[config.mk]
export PLATFORM = sky130hd
export DESIGN_NAME = inject_stream_aligner
export DESIGN_NICKNAME = d
export VERILOG_FILES = /design/src/rtl/isa_pkg.sv /design/src/rtl/half_queue.sv /design/src/rtl/insn_former.sv /design/src/rtl/debug_status.sv /design/src/rtl/inject_stream_aligner.sv
export SDC_FILE = /design/constraint.sdc
export NUM_CORES = 1
export LEC_CHECK = 0
export ABC_CLOCK_PERIOD_IN_PS = 8900
export BUFFER_PORTS_ARGS = -buffer_cell sky130_fd_sc_hd__buf_4
export CORE_AREA = 5 5 95 97
export CTS_CLUSTER_DIAMETER = 200
export CTS_CLUSTER_SIZE = 10
export DETAILED_ROUTE_END_ITERATION = 10
export DIE_AREA = 0 0 100 102
export PLACE_DENSITY = 0.84
export SLEW_MARGIN = 30
export SYNTH_ARGS = -nofsm -noshare
export SYNTH_HDL_FRONTEND = slang
export SYNTH_HIERARCHICAL = 1
export SYNTH_SLANG_ARGS = --single-unit
[constraint.sdc]
create_clock -name clk -period 8.9 [get_ports clk]
set_input_delay 0 -clock clk [delete_from_list [all_inputs] [get_ports clk]]
set_output_delay 0 -clock clk [all_outputs]
set_load 0.01 [all_outputs]
[src/rtl/isa_pkg.sv]
package isa_pkg;
  localparam int HALF_W = 16;
  localparam int WORD_W = 2 * HALF_W;
  typedef logic [HALF_W-1:0] half_t;
  localparam half_t RET_OPCODE = 16'hD623;

  // leading halfword of a 32-bit instruction: three ones, then a non-zero pair
  function automatic logic starts_long(input half_t h);
    return (h[15:13] == 3'b111) && (h[12:11] != 2'b00);
  endfunction
endpackage

[src/rtl/half_queue.sv]
module half_queue #(
  parameter int HALF_W = 16,
  parameter int SLOTS  = 3,
  localparam int CNT_W = $clog2(SLOTS + 1)
) (
  input  logic              clk,
  input  logic              rst,
  input  logic              push,
  input  logic [2*HALF_W-1:0] push_word,
  input  logic              pop_one,
  input  logic              pop_two,
  output logic [HALF_W-1:0] head0,
  output logic [HALF_W-1:0] head1,
  output logic [CNT_W-1:0]  count
);
  logic [HALF_W-1:0] slot_q [SLOTS];
  logic [CNT_W-1:0]  cnt_q;

  always_ff @(posedge clk) begin
    if (rst) begin
      cnt_q <= '0;
      for (int i = 0; i < SLOTS; i++) slot_q[i] <= '0;
    end else if (push) begin
      for (int i = 0; i < SLOTS; i++) begin
        if (i == int'(cnt_q))          slot_q[i] <= push_word[2*HALF_W-1:HALF_W];
        else if (i == int'(cnt_q) + 1) slot_q[i] <= push_word[HALF_W-1:0];
      end
      cnt_q <= cnt_q + CNT_W'(2);
    end else if (pop_two) begin
      for (int i = 0; i < SLOTS; i++)
        slot_q[i] <= (i + 2 < SLOTS) ? slot_q[i+2] : '0;
      cnt_q <= cnt_q - CNT_W'(2);
    end else if (pop_one) begin
      for (int i = 0; i < SLOTS; i++)
        slot_q[i] <= (i + 1 < SLOTS) ? slot_q[i+1] : '0;
      cnt_q <= cnt_q - CNT_W'(1);
    end
  end

  assign head0 = slot_q[0];
  assign head1 = slot_q[1];
  assign count = cnt_q;
endmodule

[src/rtl/insn_former.sv]
module insn_former
  import isa_pkg::*;
#(
  parameter int CNT_W = 2
) (
  input  logic              clk,
  input  logic              rst,
  input  half_t             head0,
  input  half_t             head1,
  input  logic [CNT_W-1:0]  count,
  input  logic              core_ready,
  output logic              have_full,
  output logic              pop_one,
  output logic              pop_two,
  output logic              load_evt,
  output logic              take_evt,
  output logic              insn_valid,
  output logic [WORD_W-1:0] insn,
  output logic              insn_long
);
  logic head_long;
  logic valid_q, long_q;
  logic [WORD_W-1:0] insn_q;

  assign head_long = starts_long(head0);
  assign have_full = (count >= CNT_W'(1)) && (!head_long || count >= CNT_W'(2));
  assign load_evt  = !valid_q && have_full;
  assign take_evt  = valid_q && core_ready;
  assign pop_one   = load_evt && !head_long;
  assign pop_two   = load_evt && head_long;

  always_ff @(posedge clk) begin
    if (rst) begin
      valid_q <= 1'b0;
      long_q  <= 1'b0;
      insn_q  <= '0;
    end else if (take_evt) begin
      valid_q <= 1'b0;
    end else if (load_evt) begin
      valid_q <= 1'b1;
      long_q  <= head_long;
      insn_q  <= head_long ? {head0, head1} : {{HALF_W{1'b0}}, head0};
    end
  end

  assign insn_valid = valid_q;
  assign insn       = insn_q;
  assign insn_long  = long_q;
endmodule

[src/rtl/debug_status.sv]
module debug_status (
  input  logic clk,
  input  logic rst,
  input  logic load_evt,
  input  logic take_evt,
  input  logic take_ret,
  input  logic enter_debug,
  input  logic insn_valid,
  input  logic have_full,
  output logic busy,
  output logic exec_done,
  output logic dbg_active,
  output logic exit_pulse
);
  logic exec_q, dbg_q, exit_q;

  always_ff @(posedge clk) begin
    if (rst) begin
      exec_q <= 1'b1;
      dbg_q  <= 1'b0;
      exit_q <= 1'b0;
    end else begin
      if (load_evt)      exec_q <= 1'b0;
      else if (take_evt) exec_q <= 1'b1;
      exit_q <= take_ret;
      if (enter_debug)   dbg_q <= 1'b1;
      else if (take_ret) dbg_q <= 1'b0;
    end
  end

  assign busy       = insn_valid || have_full;
  assign exec_done  = exec_q;
  assign dbg_active = dbg_q;
  assign exit_pulse = exit_q;
endmodule

[src/rtl/inject_stream_aligner.sv]
module inject_stream_aligner
  import isa_pkg::*;
#(
  parameter int SLOTS = 3,
  localparam int CNT_W = $clog2(SLOTS + 1)
) (
  input  logic              clk,
  input  logic              rst,
  input  logic              wr_en,
  input  logic [WORD_W-1:0] wr_data,
  input  logic              enter_debug,
  input  logic              core_ready,
  output logic              busy,
  output logic              insn_valid,
  output logic [WORD_W-1:0] insn,
  output logic              insn_long,
  output logic              exec_done,
  output logic              dbg_active,
  output logic              exit_pulse
);
  half_t            head0, head1;
  logic [CNT_W-1:0] count;
  logic have_full, pop_one, pop_two, load_evt, take_evt, take_ret, accept;

  assign accept   = wr_en && !busy;
  assign take_ret = take_evt && !insn_long && (insn[HALF_W-1:0] == RET_OPCODE);

  half_queue #(.HALF_W(HALF_W), .SLOTS(SLOTS)) u_queue (
    .clk(clk), .rst(rst), .push(accept), .push_word(wr_data),
    .pop_one(pop_one), .pop_two(pop_two),
    .head0(head0), .head1(head1), .count(count)
  );

  insn_former #(.CNT_W(CNT_W)) u_former (
    .clk(clk), .rst(rst), .head0(head0), .head1(head1), .count(count),
    .core_ready(core_ready), .have_full(have_full), .pop_one(pop_one),
    .pop_two(pop_two), .load_evt(load_evt), .take_evt(take_evt),
    .insn_valid(insn_valid), .insn(insn), .insn_long(insn_long)
  );

  debug_status u_status (
    .clk(clk), .rst(rst), .load_evt(load_evt), .take_evt(take_evt),
    .take_ret(take_ret), .enter_debug(enter_debug), .insn_valid(insn_valid),
    .have_full(have_full), .busy(busy), .exec_done(exec_done),
    .dbg_active(dbg_active), .exit_pulse(exit_pulse)
  );
endmodule

# [Word-level counts from Yosys, hierarchy flattened]
# Memory sizes are Yosys's and may differ from the RTL's.
# Index checks and enable logic that the tools add are counted.
[word_totals] register_bits=39 ramBits=48 in_bits=37 output_inout_bits=38 elab_cells=114 mem_count=1
[op_classes] n_addsub=4 magnitude_cmp=2 n_eq_ne=6 muxes=58 n_bitwise=13 n_reduce_logical=23
[memory_table] memory="u_queue.slot_q" words=3 width=16 read_ports=3 rd_ports_with_merged_regs=0 wr=3 line="half_queue.sv:16" rtl="logic [HALF_W-1:0] slot_q [SLOTS];"
[ops] cell="$mux 16" count=12
[ops] cell="$mux 1" count=42
[ops] cell="$eq 2x32->1 const A" count=1
[ops] cell="$eq 3x32->1 const A" count=1
[ops] cell="$logic_not 32->1" count=1
[ops] cell="$mux 32" count=1
[ops] cell="$eq 16x16->1 const B" count=1
[ops] cell="$or 1x1->1" count=12
[ops] cell="$logic_and 1x1->1" count=9
[ops] cell="$mux 2" count=3
[ops] cell="$reduce_bool 2->1" count=3
[ops] cell="$eq 2x2->1 const A" count=2
[ops] cell="$logic_not 1->1" count=4
[ops] cell="$add 2x1->3 const B" count=1
[ops] cell="$eq 3x3->1 const B" count=1
[ops] cell="$reduce_bool 3->1" count=1
[ops] cell="$add 2x2->2 const B" count=1
[ops] cell="$ge 2x1->1 const B" count=1
[ops] cell="$ge 2x2->1 const B" count=1
[ops] cell="$logic_not 2->1" count=1
[ops] cell="$logic_or 1x1->1" count=2
[ops] cell="$reduce_and 2->1" count=1
[ops] cell="$reduce_or 2->1" count=1
[ops] cell="$sub 2x1->2 const B" count=1
[ops] cell="2 further kinds" count=2

# [Depth between registers and ports, before layout]
# An unclocked memory read counts as a cell.
[logic_depth] ltp_word=16 mapped_depth=11 mapped_depth_nobuf=7

# [Cells and area by module]
# The synthesis kept the hierarchy.
[by_module_without_submodules] module="half_queue" n_inst=1 cells_each=310 area_each_um2=3305.7 seq_area_each_um2=1481.4
[by_module_without_submodules] module="insn_former" n_inst=1 cells_each=157 area_each_um2=1361.3 seq_area_each_um2=680.7
[by_module_without_submodules] module="debug_status" n_inst=1 cells_each=10 area_each_um2=102.6 seq_area_each_um2=60.1
[by_module_without_submodules] module="inject_stream_aligner" n_inst=1 cells_each=8 area_each_um2=62.6 seq_area_each_um2=0.0

# [Least setup slack after synthesis]
# No wires, ideal clock.
[synth_path] kind="register to register" start="memory u_queue.slot_q[0][11]" end="memory u_queue.slot_q[2][0] (netlist: u_queue/slot_q[0][32]), enable pin" setup_ns=0.415 t_arrival_ns=2.611 required_time_ns=8.485 slack_ns=5.874 stages_incl_launch_ff=12 path_buffers=4 synth_period_minus_slack_ns=3.026 cell_sequence="edfxtp_1 buf_4 o2111ai_4 a21o_1 or2_2 nor2b_1 buf_6 or2_1 buf_6 o21bai_1 buf_2 nand3b_1"
[synth_lines] item="start, declared" line="half_queue.sv:16"

==> results.sh <==
export IMPL_detail_route_antenna_nets=0
export IMPL_syn_nets=527
export IMPL_synth_seq_area_share=0.460
export IMPL_cts_buffers=9
export IMPL_drc=0
export IMPL_vdd_drop_max_mv=0.128
export IMPL_insertedDiodeCount=0
export IMPL_p_per_area_nw_per_um2=284
export IMPL_cts_buffer_depth=2
export IMPL_synth_warnings=6
export IMPL_dieArea_um2=10200
export IMPL_drtIter0Drc=283
export IMPL_coreArea_um2=8050
export IMPL_dr_total_vias=3996
export IMPL_slew_violations=0
export IMPL_wl_per_cell_um=19.1
export IMPL_worst_pin_slew_ns=0.824
export IMPL_cts_resized=0
export IMPL_grt_total_usage=0.236
export IMPL_drive_above_1_share=0.238
export IMPL_startpoint_type="flop"
export IMPL_post_route_util=0.687
export IMPL_tns_ns=0
export IMPL_pre_cts_ws_ns=4.77
export IMPL_nNetsFinal=566
export IMPL_place_congestion=0.860
export IMPL_area_growth_pct=14.5
export IMPL_path_max_fanout=18
export IMPL_relSlewSlack=0.449
export IMPL_antenna_found_initial=0
export IMPL_fin_crit_sh=0.472
export IMPL_status="completed"
export IMPL_ys_async_sr_fraction=0
export IMPL_grt_max_degree=55
export IMPL_ys_seq_elements=87
export IMPL_arrival_ns=4.09
export IMPL_grt_pass1_vias=3746
export IMPL_synthesis_area_um2=4830
export IMPL_io_buffers=74
export IMPL_synth_ff_type="edfxtp_1"
export IMPL_via_per_inst=6.30
export IMPL_clk_pin_slew_ns=0.10
export IMPL_leakage_uw=0.00215
export IMPL_crit_path_end_kind="flop"
export IMPL_synthCells=485
export IMPL_insertion_delay_ns=0.36
export IMPL_critical_path_required_ns=8.78
export IMPL_finalSetupViolations=0
export IMPL_synth_edf_count=48
export IMPL_grt_pass1_wl_um=19100
export IMPL_routed_wl_um=12100
export IMPL_ys_types=54
export IMPL_cts_tree="done"
export IMPL_cap_violations=0
export IMPL_syn_avg_cell_area_um2=9.96
export IMPL_hpwl_um=8510
export IMPL_gr_total_overflow=0
export IMPL_ios=75
export IMPL_rsz0062_at_grt="no"
export IMPL_die_w_um=100
export IMPL_finalWorstSetupSlack_ns=4.70
export IMPL_hold_viol=0
export IMPL_start_util=0.600
export IMPL_root_buffer="clkbuf_8"
export IMPL_period_needed_ns=4.20
export IMPL_clock_skew_ns=0.0110
export IMPL_dr_pass1_iters=5
export IMPL_crit_type="reg -> reg"
export IMPL_htree_num_levels=3
export IMPL_max_freq_mhz=238
export IMPL_clock_sinks=87
export IMPL_hold_path_class="in -> reg"
export IMPL_rows=33
export IMPL_chipHeight_um=102
stage by stage:
stage | instance area [um2] | instances | total power, uW | hold slack (ns)
floorplan | 4830 | 485 | 1160 | 0.0624
global placement | 5110 | 596 | 1260 | 0.239
detailed placement | 5130 | 597 | 1290 | 0.269
CTS | 5530 | 634 | 1560 | 0.00165
global route | 5530 | 634 | 1650 | 0.0211
finish | 5530 | 634 | 1570 | 0.00213
cells in the mapped netlist (all sizes together), types with 12 or more instances:
master    n  area share
or3b     15       0.027
dfxtp    39        0.16
a22oi    14       0.023
a21oi    36       0.038
clkbuf   16       0.012
buf      58       0.082
nand2b   16       0.021
nor2     37       0.029
mux2i    16       0.033
nand3    16       0.017
edfxtp   48        0.30
a211oi   12       0.019
o2111ai  16       0.033
nand2    37       0.029
a31oi    15       0.019
o2bb2ai  31       0.056
area by class of cell:
| type | instances | area [um2] |
|---|---|---|
| fill | 616 | 2520 |
| inverter | 9 | 33.8 |
| clock inverter | 7 | 63.8 |
| sequential | 87 | 2220 |
| multi-input combinational | 315 | 2130 |
| tap | 105 | 131 |
| timing repair buffer | 102 | 826 |
| clock buffer | 9 | 124 |
layout by cell type, fill, tap and decap left out, types with 3 or more instances in the layout:
cell type	synthesis	routed
buf_4	33	80
edfxtp_1	48	48
dfxtp_1	39	39
nand2_1	37	37
nor2_1	37	37
a21oi_1	35	35
o2bb2ai_1	31	31
dlygate4sd3_1	0	21
nand3_1	16	16
nand2b_1	16	16
mux2i_1	16	16
o2111ai_1	15	15
or3b_2	15	15
a31oi_1	15	15
a22oi_1	13	13
a211oi_1	12	12
clkbuf_8	0	9
inv_1	7	7
nand3b_1	5	5
ha_1	5	5
nor2b_1	4	4
o311ai_0	4	4
and2_1	3	3
nor3_1	3	3
critical path, stage by stage, from the launching register on:
cell and delay, ns:
edfxtp_1 0.48, o2111ai_4 0.31, a21o_1 0.27, or2_2 0.30, nor2b_1 0.56, or2_1 0.63, o21bai_2 0.42, nand3b_1 0.74
metal layers:
layer  track usage  share of wire
met5             0              0
met4        0.0756          0.017
met3        0.0430           0.10
met2         0.383           0.47
met1         0.322           0.41
state kept, by name (all words and copies together) (netlist names):
signal,count
u_queue/slot_q,48
u_former/insn,32
u_queue/count,2
u_former/insn_long,1
u_former/insn_valid,1
u_status/dbg_active,1
u_status/exec_done,1
u_status/exit_pulse,1
repair_timing:
| action | 4_1_cts | 5_1_grt |
|---|---|---|
| buffers inserted | 0 | 0 |
| hold buffers | 21 | 0 |
| endpoints found under the hold margin | 17 | 0 |
logic make-up after synthesis:
group                      Yosys count  synth area share
and+or+nand+nor                    151             0.172
AOI/OAI and AO/OA                  142             0.219
DFF                                 87             0.460
buffers and inverters               83             0.101
muxes                               16            0.0331
adders and majority gates            5            0.0129
xor gates and xnor gates             1           0.00181
worst paths after layout:
| kind | from | endpoint | slack, ns | cells past startpoint |
|---|---|---|---|---|
| setup / recovery | u_queue/slot_q[0][11] | u_queue/slot_q[0][46] | 4.70 | 7 |
| hold / removal | core_ready | u_former/insn_valid | 0.002 | 3 |
| setup reg to reg | u_queue/slot_q[0][11] | u_queue/slot_q[0][46] | 4.70 | 7 |
| hold reg to reg | u_former/insn[14] | u_former/insn[14] | 0.49 | 2 |
where the power goes:
part	switching (uW)	internal [uW]
Clock	160	109
Sequential	112	592
Combinational	354	247
Total	626	947
No activity file was read; power rests on OpenSTA's default activity.
